File: src/rtl/move_elim_unit.sv
module move_elim_unit #(
  parameter int NREG  = 16,
  parameter int NFILE = 2,
  parameter int NSLOT = 3,
  parameter int CW    = 4,
  parameter logic [NFILE*CW-1:0] MAX_ELIM  = 8'h02,
  parameter logic [NFILE-1:0]    ZERO_ONLY = 2'b10,
  parameter logic [NREG-1:0]     ELIG      = 16'h7F7F,
  localparam int IDW = $clog2(NREG),
  localparam int RPF = NREG / NFILE
) (
  input  logic                 clk,
  input  logic                 rst_n,
  input  logic                 cyc_start,
  input  logic [NSLOT-1:0]     mv_valid,
  input  logic [NSLOT*IDW-1:0] mv_src,
  input  logic [NSLOT*IDW-1:0] mv_dst,
  input  logic                 zw_valid,
  input  logic [IDW-1:0]       zw_id,
  input  logic                 ow_valid,
  input  logic [IDW-1:0]       ow_id,
  output logic [NSLOT-1:0]     elim,
  output logic [NSLOT-1:0]     wzero,
  output logic [NSLOT*IDW-1:0] alias_id
);

  function automatic int file_of(input logic [IDW-1:0] id);
    return int'(id) / RPF;
  endfunction

  logic [CW-1:0] cnt_q [NFILE];
  logic [CW-1:0] run   [NFILE];
  logic [NREG-1:0] zmap_q, zmap_n;

  always_comb begin
    for (int f = 0; f < NFILE; f++)
      run[f] = cyc_start ? '0 : cnt_q[f];
    elim     = '0;
    wzero    = '0;
    alias_id = '0;
    for (int s = 0; s < NSLOT; s++) begin
      logic [IDW-1:0] src, dst;
      logic [CW-1:0]  lim;
      int fs;
      src = mv_src[s*IDW +: IDW];
      dst = mv_dst[s*IDW +: IDW];
      fs  = file_of(src);
      lim = MAX_ELIM[fs*CW +: CW];
      if (mv_valid[s] && ELIG[dst] && fs == file_of(dst) &&
          (!ZERO_ONLY[fs] || zmap_q[src]) &&
          (lim == '0 || run[fs] < lim)) begin
        elim[s] = 1'b1;
        wzero[s] = zmap_q[src];
        alias_id[s*IDW +: IDW] = src;
        if (run[fs] != '1)
          run[fs] = run[fs] + {{(CW-1){1'b0}}, 1'b1};
      end
    end
  end

  always_comb begin
    zmap_n = zmap_q;
    if (ow_valid) zmap_n[ow_id] = 1'b0;
    if (zw_valid) zmap_n[zw_id] = 1'b1;
    for (int s = 0; s < NSLOT; s++)
      if (mv_valid[s])
        zmap_n[mv_dst[s*IDW +: IDW]] = elim[s] & zmap_q[mv_src[s*IDW +: IDW]];
  end

  always_ff @(posedge clk or negedge rst_n) begin
    if (!rst_n) begin
      zmap_q <= '0;
      for (int f = 0; f < NFILE; f++) cnt_q[f] <= '0;
    end else begin
      zmap_q <= zmap_n;
      for (int f = 0; f < NFILE; f++) cnt_q[f] <= run[f];
    end
  end

endmodule

File: config.mk
export PLATFORM = sky130hd
export DESIGN_NAME = move_elim_unit
export DESIGN_NICKNAME = d
export VERILOG_FILES = /design/src/rtl/move_elim_unit.sv
export SDC_FILE = /design/constraint.sdc
export NUM_CORES = 1
export LEC_CHECK = 0
export BUFFER_PORTS_ARGS = -buffer_cell sky130_fd_sc_hd__buf_4
export CAP_MARGIN = 20
export CORE_MARGIN = 8
export CORE_UTILIZATION = 40
export CTS_CLUSTER_SIZE = 16
export DETAILED_ROUTE_END_ITERATION = 6
export PLACE_DENSITY = 0.66
export SYNTH_ARGS = -nofsm -noshare
export SYNTH_HDL_FRONTEND = slang
export SYNTH_SLANG_ARGS = --single-unit
export TNS_END_PERCENT = 50
File: constraint.sdc
create_clock -name clk -period 5.3 [get_ports clk]
set_input_delay 0.53 -clock clk [delete_from_list [all_inputs] [get_ports clk]]
set_output_delay 0.53 -clock clk [all_outputs]
set_load 0.01 [all_outputs]
==> reports/qor.log, run 1 <==
INFO  status         status=finished, final reports clean
INFO  cts            post_cts.repair.setup_buffers=0
INFO  finish         commonest_non_fill_non_tap_cell_in_the_layout=sky130_fd_sc_hd__buf_4
INFO  cts            clk_transition_reported_paths=0.09ns
INFO  setup_path     timing.critical_path.to_type=output port
INFO  route          drc_violations=0
INFO  placement      io_buffer_count=57
INFO  cts            cts_hold_buf=0
INFO  power          vdd_ir_drop_max=0.1005mV
INFO  timing         layout_setup_ws=0.9616ns
INFO  global_routing grt_pass1_vias=2,999
INFO  synth          synth_enable_flop_cells=0
INFO  finish         drive_gt1_share=25.24%
INFO  synth          post_synth_instance_area=0.003069sqmm
INFO  run            maxCapViolCount=0
INFO  global_routing grt_pass1_wl=15,100microns
INFO  setup_path     timing.critical_path.required=4.77ns
INFO  synth          synth_async_sr_flop_share=100.0%
INFO  route          drt_first_pass_iters=5
INFO  finish         number_of_inserted_diodes=0
INFO  timing         tightestPinTransition=1.084ns
INFO  floorplanning  die_area=0.01073sqmm
INFO  timing         hold-worst-slack=0.1458ns
INFO  synth          yosysUniqueCellTypes=60
INFO  route          drt-wirelength-per-cell=18.30microns
INFO  floorplanning  initial_cell_density_of_the_core=40.56%
INFO  timing         timing.final.setup_violations=0
INFO  synth          share_of_synthesized_area_occupied_by_flip_flops_and_latches=19.57%
INFO  cts            cts.path.max_buffers=2
INFO  finish         final_core_utilization=47.69%
INFO  route          first_iter_violations=195
INFO  timing         post-route-min-period=4.338ns
INFO  cts            cts_sinks=24
INFO  setup_path     setup.worst_path.start=mv_src[3]
INFO  floorplanning  core_region_area=0.007567sqmm
INFO  placement      post-dp-hpwl=7712microns
INFO  timing         grt_setup_unrepaired=no
INFO  finish         finalNetCount=456
INFO  synth          ys_seq_elements=24
INFO  timing         skew=0.003393ns
INFO  finish         area.growth.synth_to_final=17.57%
INFO  synth          postSynthAreaPerCell=8.409squm
INFO  cts            number_of_buffers_added_by_the_clock_tree_synthesis_step=3
INFO  floorplanning  io-pin-count=58
INFO  cts            tritoncts=built
INFO  setup_path     worst_reg_to_reg_path_cell_count=16
INFO  finish         layout_common_cells=sky130_fd_sc_hd__buf_4, sky130_fd_sc_hd__nand2_1, sky130_fd_sc_hd__nor2_1
INFO  global_routing grt_remaining_overflow=0
INFO  cts            cts_repair_resize_count=0
INFO  route          routed_wirelength=9405microns
INFO  timing         timing.slew.headroom=27.61%
INFO  setup_path     cp_max_fo=15
INFO  setup_path     arrival=3.81ns
INFO  setup_path     critPathKind=in2out
INFO  synth          top_ff_cell_synth=sky130_fd_sc_hd__dfrtp_1
INFO  synth          synth.net_count=408
INFO  cts            insertion_delay=0.26ns
INFO  power          power.leakage=1.451nW
INFO  synth          ys_warn_count=0
INFO  synth          synthCells=365
INFO  global_routing gr-usage-all-layers=16.73%
INFO  cts            clk_root_buffer_cell=sky130_fd_sc_hd__clkbuf_8
INFO  timing         maxSlewViolCount=0
INFO  floorplanning  fp.dieW=103.6microns
INFO  timing         hold_viol=0
INFO  route          ant_nets=0
INFO  setup_path     regToRegSetupSlack=1.43ns
INFO  global_routing grt_start_max_net_pins=25
INFO  floorplanning  fp-row-count=32
INFO  route          vias_per_cell=5.850
INFO  timing         min_period_over_period=81.86%
INFO  setup_path     setup.worst_path.start_class=input port
INFO  setup_path     crit-reg2reg-launch=cnt_q[5]
INFO  timing         achievable-frequency=0.2305GHz
INFO  placement      post_place_worst_slack=0.9851ns
INFO  route          dr_total_vias=3,007
INFO  hold_path      holdCritPathClass=in2async
INFO  placement      routabilityCongestion=0.9334
INFO  setup_path     worst_r2r_endpoint=cnt_q[1]
INFO  global_routing initial_antenna_violation_count=0
INFO  cts            h-tree-depth=1
INFO  timing         setup_total_negative_slack=0ns
INFO  floorplanning  die-height=103.6microns
INFO  power          power_density=215.3mW/mm^2
[metal layers]
layer	global-route usage (%)	vias to the layer above	wire [microns]
li1	-	1456	-
met1	20.31	1418	3928
met2	29.84	107	4737
met3	1.797	26	462
met4	5.666	0	276
met5	0	-	0
[flip-flops by register name (all words and copies together), names as in the netlist]
name    flops
zmap_q     16
cnt_q       8
[cell type report]
type | instances | area [sq um]
clock buffers | 4 | 55.05
fillers | 744 | 3959
inverters | 10 | 37.54
multi-input cells | 316 | 2352
flip-flops and latches | 24 | 600.6
well taps | 102 | 127.6
repair buffers | 58 | 435.4
[power by group]
part           leakage (nW)  switching (mW)  total (mW)  internal (mW)
clock                0.0288          0.0593       0.126         0.0663
sequential            0.310          0.0507       0.273          0.222
combinational          1.11           0.190       0.378          0.188
total                  1.45           0.300       0.777          0.476
[metrics by stage]
stage | cell area [sq um] | power [mW] | instances
floorplan | 3069 | 0.5165 | 365
global placement | 3553 | 0.6449 | 510
detailed placement | 3553 | 0.6488 | 510
CTS | 3608 | 0.7737 | 514
global route | 3608 | 0.8236 | 514
finish | 3608 | 0.7768 | 514
[synth_stat cells (all sizes together), types with 6 or more instances]
cell	count	area (sq um)
nand2	32	120.1
xnor2	7	68.82
inv	10	37.54
and3	6	42.54
nor2b	13	81.33
o211ai	9	67.56
nand3b	14	105.1
o21a	6	45.04
dfrtp	24	600.6
mux2i	28	296.5
buf	7	48.79
nand3	22	110.1
a21oi	6	30.03
o31ai	6	45.04
nor3	10	50.05
nand2b	15	93.84
mux4	11	247.7
o21ai	22	110.1
mux2	17	198.9
and2	11	68.82
clkbuf	8	30.03
nor2	29	108.9
[worst max-delay path by stage]
| stage | to | slack [ns] |
|---|---|---|
| final | wzero[2] | 0.96 |
| after global routing | wzero[2] | 0.67 |
| after CTS | wzero[2] | 0.97 |
| after detailed placement | wzero[2] | 0.99 |
| after global placement | wzero[2] | 1.05 |
| after floorplan | wzero[2] | 1.18 |
[logic make-up (layout without fill, tap and decap cells)]
family	after synthesis	after routing	synth area share, %
adder cells (fa/ha/maj)	3	3	1.223
buffers and inverters	25	72	3.791
multiplexers	56	56	24.22
XOR/XNOR	10	10	3.099
AO/OA/AOI/OAI	78	78	18.59
AND/OR/NAND/NOR	169	169	29.52
flip-flops	24	24	19.57
[critical path, stage by stage]
cell                       delay (ns)
sky130_fd_sc_hd__buf_4           0.16
sky130_fd_sc_hd__mux2i_1         0.14
sky130_fd_sc_hd__nor2_1          0.11
sky130_fd_sc_hd__ha_1            0.22
sky130_fd_sc_hd__or4b_1          0.52
sky130_fd_sc_hd__and3_4          0.25
sky130_fd_sc_hd__xnor2_2         0.23
sky130_fd_sc_hd__mux2i_1         0.18
sky130_fd_sc_hd__ha_1            0.27
sky130_fd_sc_hd__inv_1           0.09
sky130_fd_sc_hd__nor2_1          0.04
sky130_fd_sc_hd__a221oi_1        0.38
sky130_fd_sc_hd__nand4_1         0.14
sky130_fd_sc_hd__a21bo_2         0.34
sky130_fd_sc_hd__inv_1           0.09
sky130_fd_sc_hd__buf_4           0.12
Note: power is estimated with default switching activity, not from simulation.
==> run 2: changes to the inputs <==
--- a/config.mk
+++ b/config.mk
@@ -5,13 +5,14 @@
 export SDC_FILE = /design/constraint.sdc
 export NUM_CORES = 1
 export LEC_CHECK = 0
+export ABC_AREA = 1
 export BUFFER_PORTS_ARGS = -buffer_cell sky130_fd_sc_hd__buf_4
 export CAP_MARGIN = 20
 export CORE_MARGIN = 8
 export CORE_UTILIZATION = 40
 export CTS_CLUSTER_SIZE = 16
 export DETAILED_ROUTE_END_ITERATION = 6
-export PLACE_DENSITY = 0.66
+export PLACE_DENSITY = 0.67
 export SYNTH_ARGS = -nofsm -noshare
 export SYNTH_HDL_FRONTEND = slang
 export SYNTH_SLANG_ARGS = --single-unit
==> constraint.sdc (replaced) <==
create_clock -name clk -period 3.5 [get_ports clk]
set_input_delay 0.35 -clock clk [delete_from_list [all_inputs] [get_ports clk]]
set_output_delay 0.35 -clock clk [all_outputs]
set_load 0.01 [all_outputs]
==> reports/qor.log, run 2 <==
INFO  timing         hold_viol=0 [unchanged]
INFO  route          vias_per_cell=5.461 [-6.7%]
INFO  timing         achievable-frequency=0.3003GHz
INFO  cts            tritoncts=built
INFO  cts            clk_transition_reported_paths=0.09ns [about the same]
INFO  finish         layout.cells.non_filler=777 [+51%]
INFO  finish         number_of_inserted_diodes=0 [unchanged]
INFO  cts            number_of_buffers_added_by_the_clock_tree_synthesis_step=3 [unchanged]
INFO  synth          yosysUniqueCellTypes=46 [-23%]
INFO  synth          synth.net_count=648 [+59%]
INFO  synth          synthMostInstantiatedCell=sky130_fd_sc_hd__nand2_1
INFO  placement      post-dp-hpwl=10,630microns [+38%]
INFO  floorplanning  core_region_area=0.008258sqmm [+9.1%]
INFO  route          first_iter_violations=223 [+14%]
INFO  cts            cts.path.max_buffers=2 [unchanged]
INFO  power          vdd_ir_drop_max=0.2069mV [+110%]
INFO  cts            h-tree-depth=1 [unchanged]
INFO  finish         post-route-cell-area=0.004219sqmm [+17%]
INFO  timing         min_period_over_period=95.14%
INFO  setup_path     timing.critical_path.required=3.15ns [-1.62 ns]
INFO  cts            cts_sinks=24 [unchanged]
INFO  setup_path     timing.critical_path.to_type=output port
INFO  synth          synth_top_cells_by_count=sky130_fd_sc_hd__nand2_1, sky130_fd_sc_hd__inv_1, sky130_fd_sc_hd__nor2_1
INFO  finish         area.growth.synth_to_final=23.16%
INFO  floorplanning  fp.dieW=108.5microns [+4.8%]
INFO  floorplanning  die-height=108.5microns [+4.8%]
INFO  setup_path     setup.worst_path.start_class=flop
INFO  placement      io_buffer_count=57 [unchanged]
INFO  synth          yosys.area.top_type_share=17.53% [-2.0 points]
INFO  route          drc_violations=0 [unchanged]
INFO  floorplanning  initial_cell_density_of_the_core=41.48% [+0.93 points]
INFO  cts            clk_root_buffer_cell=sky130_fd_sc_hd__clkbuf_8
INFO  finish         register_bank_with_the_most_flops=zmap_q
INFO  placement      routabilityCongestion=0.9140 [-2.1%]
INFO  finish         drive_gt1_share=20.54% [-4.7 points]
INFO  synth          synth_enable_flop_cells=0 [unchanged]
INFO  finish         largest_reg_flops=16 [unchanged]
INFO  synth          synth_area_leaders=sky130_fd_sc_hd__dfrtp_1, sky130_fd_sc_hd__nand2_1, sky130_fd_sc_hd__inv_1
INFO  finish         layout_top_registers=zmap_q: 16 flops, cnt_q: 8 flops
INFO  global_routing gr-usage-all-layers=21.33% [+4.6 points]
INFO  route          drt_first_pass_iters=5 [unchanged]
INFO  timing         tightestPinTransition=0.5371ns [-0.5465 ns]
INFO  finish         commonest_non_fill_non_tap_cell_in_the_layout=sky130_fd_sc_hd__nand2_1
INFO  synth          synthCells=605 [+66%]
INFO  synth          share_of_synthesized_area_occupied_by_flip_flops_and_latches=17.53% [-2.0 points]
INFO  floorplanning  io-pin-count=58 [unchanged]
INFO  power          p_total=1.338mW [+72%]
INFO  route          ant_nets=0 [unchanged]
INFO  global_routing grt_start_max_net_pins=25 [unchanged]
INFO  timing         timing.slew.headroom=64.06% [+36 points]
INFO  placement      place_inst=763 [+50%]
INFO  finish         layout_common_cells=sky130_fd_sc_hd__nand2_1, sky130_fd_sc_hd__inv_1, sky130_fd_sc_hd__nor2_1
INFO  run            maxCapViolCount=0 [unchanged]
INFO  power          power_density=317.1mW/mm^2 [+47%]
INFO  synth          yosysTopAreaCell=sky130_fd_sc_hd__dfrtp_1
INFO  setup_path     cp_max_fo=4 [-11]
INFO  synth          ys_warn_count=0 [unchanged]
INFO  route          routed_wirelength=12,930microns [+37%]
INFO  timing         timing.final.setup_violations=0 [unchanged]
INFO  synth          top_ff_cell_synth=sky130_fd_sc_hd__dfrtp_1
INFO  global_routing grt_pass1_vias=4,097 [+37%]
INFO  timing         post-route-min-period=3.330ns
INFO  status         status=finished, final reports clean
INFO  finish         finalNetCount=716 [+57%]
INFO  route          dr_total_vias=4,243 [+41%]
INFO  setup_path     critPathKind=reg2out
INFO  synth          synth_async_sr_flop_share=100.0% [unchanged]
INFO  synth          ys_seq_elements=24 [unchanged]
INFO  cts            insertion_delay=0.26ns [about the same]
INFO  floorplanning  die_area=0.01178sqmm [+9.8%]
INFO  timing         maxSlewViolCount=0 [unchanged]
INFO  route          drt-wirelength-per-cell=16.64microns [-9.1%]
INFO  floorplanning  fp-row-count=33 [+3.1%]
INFO  synth          post_synth_instance_area=0.003426sqmm [+12%]
INFO  hold_path      holdCritPathClass=in2reg
INFO  setup_path     arrival=2.98ns [-0.83 ns]
INFO  global_routing initial_antenna_violation_count=0 [unchanged]
INFO  timing         layout_setup_ws=0.1702ns [-0.7914 ns]
INFO  global_routing grt_remaining_overflow=0 [unchanged]
INFO  timing         skew=0.001878ns [-0.001515 ns]
INFO  global_routing grt_pass1_wl=20,090microns [+33%]
INFO  power          power.leakage=2.164nW [+49%]
INFO  placement      post_place_worst_slack=-0.02370ns [-1.009 ns]
INFO  placement      detailed_place.area=0.003959sqmm [+11%]
INFO  synth          postSynthAreaPerCell=5.662squm [-33%]
## run 2: changes by cell type in the layout (fill, tap and decap cells not counted), moves of 11 or more
cell | previous run | this run
sky130_fd_sc_hd__nand2_1 | 32 | 130
sky130_fd_sc_hd__a21oi_1 | 6 | 30
sky130_fd_sc_hd__mux2_2 | 13 | 0
sky130_fd_sc_hd__mux2i_1 | 26 | 0
sky130_fd_sc_hd__nor2_1 | 29 | 89
sky130_fd_sc_hd__nor2b_1 | 13 | 0
sky130_fd_sc_hd__nand3_1 | 22 | 56
sky130_fd_sc_hd__nand2b_1 | 15 | 0
sky130_fd_sc_hd__inv_1 | 10 | 105
sky130_fd_sc_hd__mux4_2 | 11 | 0
sky130_fd_sc_hd__nand2_2 | 0 | 16
sky130_fd_sc_hd__buf_4 | 58 | 72
## run 2: power by group
part	internal (mW)	total, mW	switching [mW]
registers	0.336	0.396	0.0603
logic	0.259	0.698	0.440
clock network	0.153	0.243	0.0905
total	0.748	1.34	0.590
## run 2: timing repair
item / CTS / global route
pin swaps: 0 / 14
endpoints found under the hold margin: 24 / 0
gates resized for setup: 4 / 27
setup buffers: 0 / 9
setup endpoints to repair: 4 / 7
hold buffers: 1 / 0
## run 2: per-stage QoR
stage               hold WS, ns   TNS, ns  util, %
floorplan               0.05441         0        -
global placement         0.2584         0    47.94
detailed placement       0.2624  -0.05137    47.94
CTS                      0.3291         0    49.02
global route             0.3212  -0.06053    51.09
finish                   0.3255         0    51.09
## run 2: routing by layer
metal | GRT usage, % | vias to the layer above | routed length (microns)
met5 | 0 | - | 0
met4 | 8.309 | 0 | 478
met2 | 38.93 | 130 | 6449
li1 | - | 2108 | -
met1 | 24.70 | 1978 | 5307
met3 | 2.558 | 27 | 695
## run 2: logic make-up (layout without fill, tap and decap cells)
kind of cell | count (synthesis) | count (layout) | synth area share, %
adder cells (fa/ha/maj) | 3 | 3 | 1.096
XOR/XNOR | 3 | 3 | 0.7671
AND/OR/NAND/NOR | 334 | 334 | 43.57
AO/OA/AOI/OAI | 117 | 117 | 22.46
buffers and inverters | 124 | 191 | 14.57
flip-flops | 24 | 24 | 17.53
## run 2: cell type report
cell class	instances	area [sq um]
Sequential cell	24	601.8
Fill cell	896	4039
Multi-Input combinational cell	457	2436
Timing Repair Buffer	73	550.5
Clock buffer	3	41.29
Tap cell	105	131.4
Clock inverter	1	30.03
Inverter	114	427.9
## run 2: worst max-delay path, stage by stage, from the launching register on
cell and delay [ns]:
sky130_fd_sc_hd__dfrtp_1 0.34, sky130_fd_sc_hd__inv_2 0.05, sky130_fd_sc_hd__nor2_4 0.14, sky130_fd_sc_hd__nand2_1 0.08
sky130_fd_sc_hd__nand2_2 0.10, sky130_fd_sc_hd__ha_4 0.20, sky130_fd_sc_hd__inv_1 0.07, sky130_fd_sc_hd__nand2_1 0.05
sky130_fd_sc_hd__o21ai_0 0.08, sky130_fd_sc_hd__nand2_1 0.09, sky130_fd_sc_hd__o21ai_2 0.08, sky130_fd_sc_hd__nand3_1 0.09
sky130_fd_sc_hd__nand3_1 0.10, sky130_fd_sc_hd__nand2_2 0.09, sky130_fd_sc_hd__ha_4 0.18, sky130_fd_sc_hd__xor2_1 0.15
sky130_fd_sc_hd__nand2_1 0.05, sky130_fd_sc_hd__nand2_1 0.04, sky130_fd_sc_hd__inv_1 0.09, sky130_fd_sc_hd__nand2_2 0.07
sky130_fd_sc_hd__nand2_2 0.10, sky130_fd_sc_hd__nand3_4 0.08, sky130_fd_sc_hd__nand2_4 0.08, sky130_fd_sc_hd__inv_1 0.06
sky130_fd_sc_hd__nor2_1 0.09, sky130_fd_sc_hd__buf_4 0.13
## run 2: worst paths after layout
| kind | depth (start not counted) | slack, ns | endpoint | startpoint |
|---|---|---|---|---|
| worst max-delay path | 25 | 0.17 | alias_id[10] | cnt_q[5] |
| worst min-delay path | 2 | 0.33 | zmap_q[15] | mv_dst[10] |
| worst max register to register | 27 | 0.20 | cnt_q[0] | cnt_q[5] |
| worst min register to register | 3 | 0.71 | cnt_q[7] | cnt_q[7] |
| max in group asynchronous | 2 | 2.73 | zmap_q[15] | rst_n |
| min in group asynchronous | 2 | 0.52 | cnt_q[1] | rst_n |
